$ cat src/rtl/cmod_pkg.sv
package cmod_pkg;

  localparam int CFG_W       = 8;
  localparam int NCAR        = 2;
  localparam int CAR_LO      = 0;
  localparam int CAR_HI      = 1;

  localparam int HI_POL_BIT  = 5;
  localparam int HI_SYNC_BIT = 4;
  localparam int LO_POL_BIT  = 1;
  localparam int LO_SYNC_BIT = 0;

  // Bits that hold state; all others read as zero.
  function automatic logic [CFG_W-1:0] cfg_mask();
    logic [CFG_W-1:0] m;
    m = '0;
    m[HI_POL_BIT]  = 1'b1;
    m[HI_SYNC_BIT] = 1'b1;
    m[LO_POL_BIT]  = 1'b1;
    m[LO_SYNC_BIT] = 1'b1;
    return m;
  endfunction

  function automatic logic pol_apply(logic car, logic inv);
    return car ^ inv;
  endfunction

  function automatic logic fall_seen(logic prev, logic cur);
    return prev & ~cur;
  endfunction

  // Leaving a carrier is allowed when sync is off or its edge just came.
  function automatic logic may_leave(logic sync_on, logic fell);
    return ~sync_on | fell;
  endfunction

endpackage

$ cat src/rtl/cmod_cfg_reg.sv
module cmod_cfg_reg
  import cmod_pkg::*;
#(
  parameter int W = CFG_W
) (
  input  logic         clk,
  input  logic         rst_n,
  input  logic         cfg_we,
  input  logic [W-1:0] cfg_wdata,
  output logic [W-1:0] cfg_rdata,
  output logic [NCAR-1:0] inv_en,
  output logic [NCAR-1:0] sync_en
);

  localparam logic [W-1:0] MASK = cfg_mask();

  logic [W-1:0] reg_q;

  always_ff @(posedge clk or negedge rst_n) begin
    if (!rst_n)      reg_q <= '0;
    else if (cfg_we) reg_q <= cfg_wdata & MASK;
  end

  assign cfg_rdata       = reg_q;
  assign inv_en[CAR_HI]  = reg_q[HI_POL_BIT];
  assign inv_en[CAR_LO]  = reg_q[LO_POL_BIT];
  assign sync_en[CAR_HI] = reg_q[HI_SYNC_BIT];
  assign sync_en[CAR_LO] = reg_q[LO_SYNC_BIT];

  AST_CFG_WRITE: assert property (@(posedge clk) disable iff (!rst_n)
    cfg_we |=> cfg_rdata == ($past(cfg_wdata) & MASK));
  AST_CFG_HOLD: assert property (@(posedge clk) disable iff (!rst_n)
    !cfg_we |=> $stable(cfg_rdata));
  AST_RSVD_ZERO: assert property (@(posedge clk) disable iff (!rst_n)
    cfg_we |=> (cfg_rdata & ~MASK) == '0);

endmodule

$ cat src/rtl/cmod_carrier_cond.sv
module cmod_carrier_cond
  import cmod_pkg::*;
#(
  parameter int N = NCAR
) (
  input  logic         clk,
  input  logic         rst_n,
  input  logic [N-1:0] car_raw,
  input  logic [N-1:0] inv_en,
  output logic [N-1:0] car_adj,
  output logic [N-1:0] car_fall
);

  logic [N-1:0] prev_q;

  for (genvar g = 0; g < N; g++) begin : g_car
    assign car_adj[g] = pol_apply(car_raw[g], inv_en[g]);

    always_ff @(posedge clk or negedge rst_n) begin
      if (!rst_n) prev_q[g] <= 1'b0;
      else        prev_q[g] <= car_adj[g];
    end

    assign car_fall[g] = fall_seen(prev_q[g], car_adj[g]);

    AST_FALL_AFTER_HIGH: assert property (@(posedge clk) disable iff (!rst_n)
      car_adj[g] |=> (car_fall[g] == !car_adj[g]));
  end

endmodule

$ cat src/rtl/cmod_sel_ctrl.sv
module cmod_sel_ctrl
  import cmod_pkg::*;
#(
  parameter int N = NCAR
) (
  input  logic         clk,
  input  logic         rst_n,
  input  logic         mod_data,
  input  logic [N-1:0] car_fall,
  input  logic [N-1:0] sync_en,
  output logic         sel_eff,
  output logic         sel_q
);

  logic switch_req;
  logic switch_ok;

  assign switch_req = (mod_data != sel_q);
  assign switch_ok  = switch_req & may_leave(sync_en[sel_q], car_fall[sel_q]);
  assign sel_eff    = switch_ok ? mod_data : sel_q;

  always_ff @(posedge clk or negedge rst_n) begin
    if (!rst_n) sel_q <= 1'b0;
    else        sel_q <= sel_eff;
  end

  AST_HOLD_HI: assert property (@(posedge clk) disable iff (!rst_n)
    (sel_q && sync_en[CAR_HI] && !car_fall[CAR_HI]) |=> sel_q);
  AST_HOLD_LO: assert property (@(posedge clk) disable iff (!rst_n)
    (!sel_q && sync_en[CAR_LO] && !car_fall[CAR_LO]) |=> !sel_q);
  AST_NOSYNC_FOLLOW: assert property (@(posedge clk) disable iff (!rst_n)
    !sync_en[sel_q] |=> sel_q == $past(mod_data));
  AST_CANCEL_STAY: assert property (@(posedge clk) disable iff (!rst_n)
    (mod_data == sel_q) |=> $stable(sel_q));

endmodule

$ cat src/rtl/carrier_modulator.sv
module carrier_modulator
  import cmod_pkg::*;
(
  input  logic             clk,
  input  logic             rst_n,
  input  logic             cfg_we,
  input  logic [CFG_W-1:0] cfg_wdata,
  output logic [CFG_W-1:0] cfg_rdata,
  input  logic             mod_data,
  input  logic             carrier_hi,
  input  logic             carrier_lo,
  output logic             mod_out
);

  logic [NCAR-1:0] inv_en;
  logic [NCAR-1:0] sync_en;
  logic [NCAR-1:0] car_raw;
  logic [NCAR-1:0] car_adj;
  logic [NCAR-1:0] car_fall;
  logic            sel_eff;
  logic            sel_q;

  assign car_raw[CAR_HI] = carrier_hi;
  assign car_raw[CAR_LO] = carrier_lo;

  cmod_cfg_reg #(.W(CFG_W)) u_cfg (
    .clk       (clk),
    .rst_n     (rst_n),
    .cfg_we    (cfg_we),
    .cfg_wdata (cfg_wdata),
    .cfg_rdata (cfg_rdata),
    .inv_en    (inv_en),
    .sync_en   (sync_en)
  );

  cmod_carrier_cond #(.N(NCAR)) u_cond (
    .clk      (clk),
    .rst_n    (rst_n),
    .car_raw  (car_raw),
    .inv_en   (inv_en),
    .car_adj  (car_adj),
    .car_fall (car_fall)
  );

  cmod_sel_ctrl #(.N(NCAR)) u_sel (
    .clk      (clk),
    .rst_n    (rst_n),
    .mod_data (mod_data),
    .car_fall (car_fall),
    .sync_en  (sync_en),
    .sel_eff  (sel_eff),
    .sel_q    (sel_q)
  );

  assign mod_out = car_adj[sel_eff];

  AST_STEADY_FOLLOW: assert property (@(posedge clk) disable iff (!rst_n)
    (sel_q == mod_data) |-> mod_out == (mod_data ? car_adj[CAR_HI] : car_adj[CAR_LO]));

endmodule

$ cat config.mk
export PLATFORM = sky130hd
export DESIGN_NAME = carrier_modulator
export DESIGN_NICKNAME = d
export VERILOG_FILES = /design/src/rtl/cmod_pkg.sv /design/src/rtl/cmod_cfg_reg.sv /design/src/rtl/cmod_carrier_cond.sv /design/src/rtl/cmod_sel_ctrl.sv /design/src/rtl/carrier_modulator.sv
export SDC_FILE = /design/constraint.sdc
export NUM_CORES = 1
export LEC_CHECK = 0
export BUFFER_PORTS_ARGS = -buffer_cell sky130_fd_sc_hd__buf_2
export CAP_MARGIN = 20
export CORE_AREA = 3 3 40 42
export CTS_CLUSTER_SIZE = 20
export DETAILED_ROUTE_END_ITERATION = 10
export DIE_AREA = 0 0 43 45
export GPL_TIMING_DRIVEN = 0
export HOLD_SLACK_MARGIN = 0.03
export SETUP_SLACK_MARGIN = 0.2
export SKIP_LAST_GASP = 1
export SLEW_MARGIN = 20
export SYNTH_ARGS = -nofsm -noshare
export SYNTH_HDL_FRONTEND = slang
export SYNTH_HIERARCHICAL = 1
export SYNTH_SLANG_ARGS = --single-unit
$ cat constraint.sdc
create_clock -name clk -period 4.8 [get_ports clk]
set_input_delay 0.96 -clock clk [delete_from_list [all_inputs] [get_ports clk]]
set_output_delay 0.96 -clock clk [all_outputs]
set_load 0.02 [all_outputs]
==> results.sh <==
export IMPL_outcome="finished, final reports clean"
export IMPL_cts_setup_buffers=0
export IMPL_n_antenna_cell=0
export IMPL_ys_warn_count=6
export IMPL_end_kind="primary output"
export IMPL_layout_commonest_cell="buf_2"
export IMPL_tns_ps=0
export IMPL_avgSynthCellArea_um2=11.5
export IMPL_cts_inserted_buffers=3
export IMPL_yosysUniqueCellTypes=11
export IMPL_start_util_pct=27.8
export IMPL_dieArea_um2=1940
export IMPL_p_leak_nw=0.266
export IMPL_setup_viol=0
export IMPL_routabilityCongestion=0.622
export IMPL_rsz0062_at_grt="false"
export IMPL_drive_gt1_share_pct=59.6
export IMPL_final_period_utilization_pct=64.6
export IMPL_max_freq_mhz=323
export IMPL_grt_usage_pct=7.46
export IMPL_yosysSeqAreaShare_pct=49.0
export IMPL_layout_common_cells="buf_2, buf_4, dfrtp_1"
export IMPL_antenna_found_initial=0
export IMPL_syn_to_final_growth_pct=35.3
export IMPL_hp_class="reg2reg"
export IMPL_r2r_cells=5
export IMPL_row_count=13
export IMPL_clk_pin_slew_ps=50
export IMPL_antenna_left=0
export IMPL_dieWidth_um=43
export IMPL_post_route_min_period_ps=3100
export IMPL_grt_pass1_vias=261
export IMPL_dp_cells=63
export IMPL_syn_cell_area_um2=358
export IMPL_fin_ws_ps=1700
export IMPL_powerDensity_nw_per_um2=344
export IMPL_start_kind="input port"
export IMPL_instances_no_fill=67
export IMPL_cp_data_arrival_time_ps=2140
export IMPL_h_tree_depth=1
export IMPL_clk_latency_ps=240
export IMPL_remaining_drc_errors=0
export IMPL_cts_root_buf="clkbuf_4"
export IMPL_slowest_stage="mux2_4"
export IMPL_cts_sinks=7
export IMPL_portBuffers=14
export IMPL_place_ws_ps=1670
export IMPL_num_vias=240
export IMPL_syn_inst=31
export IMPL_die_h_um=45
export IMPL_path_class="in2out"
export IMPL_cts_resized=0
export IMPL_worst_path_most_repeated_cell="buf_2"
export IMPL_hold_depth=1
export IMPL_via_per_inst=3.58
export IMPL_crit_fanout=3
export IMPL_hold_viol_final=0
export IMPL_ir_drop_mv=0.169
export IMPL_hpwl_um=477
export IMPL_io_pins=23
export IMPL_synth_seq_cells=7
export IMPL_slowest_delay_ps=320
export IMPL_finalWirelength_um=573
export IMPL_grt_pass1_wl_um=1040
export IMPL_path_cells="buf_2, xor2_1, nor2_1, nor3b_2, o22ai_1, mux2_4, buf_2"
export IMPL_cp_data_required_time_ps=3840
export IMPL_synthTopCellsByArea="dfrtp_1, buf_4, mux2_2"
export IMPL_synth_top_area_share_pct=49.0
export IMPL_hold_buffers=0
export IMPL_cts_tree="done"
export IMPL_slew_viol_final=0
export IMPL_fin_nets=67
export IMPL_fin_skew_ps=0.406
export IMPL_wl_per_cell_um=8.55
export IMPL_drt_iter0_drc=2
export IMPL_first_pass_iters=2
export IMPL_grt_overflow=0
export IMPL_clockBufferDepth=2
export IMPL_core_um2=1280
export IMPL_grt_start_max_net_pins=8
export IMPL_yosys_area_top_type="dfrtp_1"
export IMPL_nFillCells=141
export IMPL_maxCapViolCount=0
where the power goes:
part           leakage [nW]  total [W]  internal [W]  switching, W
registers            0.0816  0.0000705     0.0000665    0.00000395
logic                 0.169  0.0000441     0.0000221     0.0000219
clock network        0.0150  0.0000519     0.0000316     0.0000203
layer usage:
metal	track usage, %	share of wire (%)
met1	8.60	41
met2	11.4	45
met3	1.59	13
met4	7.23	0
met5	0	0
Yosys cell counts:
cell / instances
buf_4: 8
conb_1: 1
dfrtp_1: 7
inv_1: 3
mux2_2: 4
mux2_4: 1
nand2_1: 1
nor2_1: 2
nor3b_2: 1
o22ai_1: 1
xor2_1: 2
final timing paths:
| path | startpoint | end | slack (ps) |
|---|---|---|---|
| setup / recovery | carrier_lo | mod_out | 1700 |
| hold / removal | u_cfg/cfg_rdata[5] | u_cfg/cfg_rdata[5] | 530 |
| setup reg to reg | u_cfg/cfg_rdata[1] | u_sel/sel_q | 3530 |
| hold reg to reg | u_cfg/cfg_rdata[5] | u_cfg/cfg_rdata[5] | 530 |
| max in group asynchronous | rst_n | u_cond/prev_q[1] | 4110 |
| min in group asynchronous | rst_n | u_cfg/cfg_rdata[0] | 540 |
flip-flops by register name, indices dropped and copies added, names as in the netlist:
signal,flops
u_cond/prev_q,2
u_cfg/cfg_rdata,4
u_sel/sel_q,1
logic make-up (layout without fill, tap and decap cells):
group	after synthesis	after routing	synth area share [%]
AOI/OAI and AO/OA	1	1	1.75
xor gates and xnor gates	2	2	4.90
buffers and inverters	11	29	19.9
DFF	7	7	49.0
muxes	5	5	16.8
other	1	4	1.05
and+or+nand+nor	4	4	6.64
stage by stage:
stage | utilization, % | total power (W) | instance area, µm² | hold WS [ps]
detailed placement | 35.6 | 0.000116 | 458 | 521
CTS | 37.7 | 0.000171 | 484 | 533
global placement | 35.6 | 0.000115 | 458 | 516
global route | 37.7 | 0.000178 | 484 | 537
finish | 37.7 | 0.000166 | 484 | 526
floorplan | - | 0.000103 | 369 | 564
layout make-up:
type                       instances  area, µm²  area share, %
buffer                             8       60.1           12.4
clock buffer                       4       26.3           5.43
inverter                           3       11.3           2.33
multi-input combinational         16        123           25.3
sequential                         7        175           36.2
tap                               15       18.8           3.88
timing repair buffer              14       70.1           14.5
worst max-delay path, delay by kind of cell:
kind | cells | cell delay [ps]
buffers and inverters | 2 | 260
xor gates and xnor gates | 1 | 160
muxes | 1 | 320
AOI/OAI and AO/OA | 1 | 250
and+or+nand+nor | 2 | 190
(Power assumes the default switching activity.)
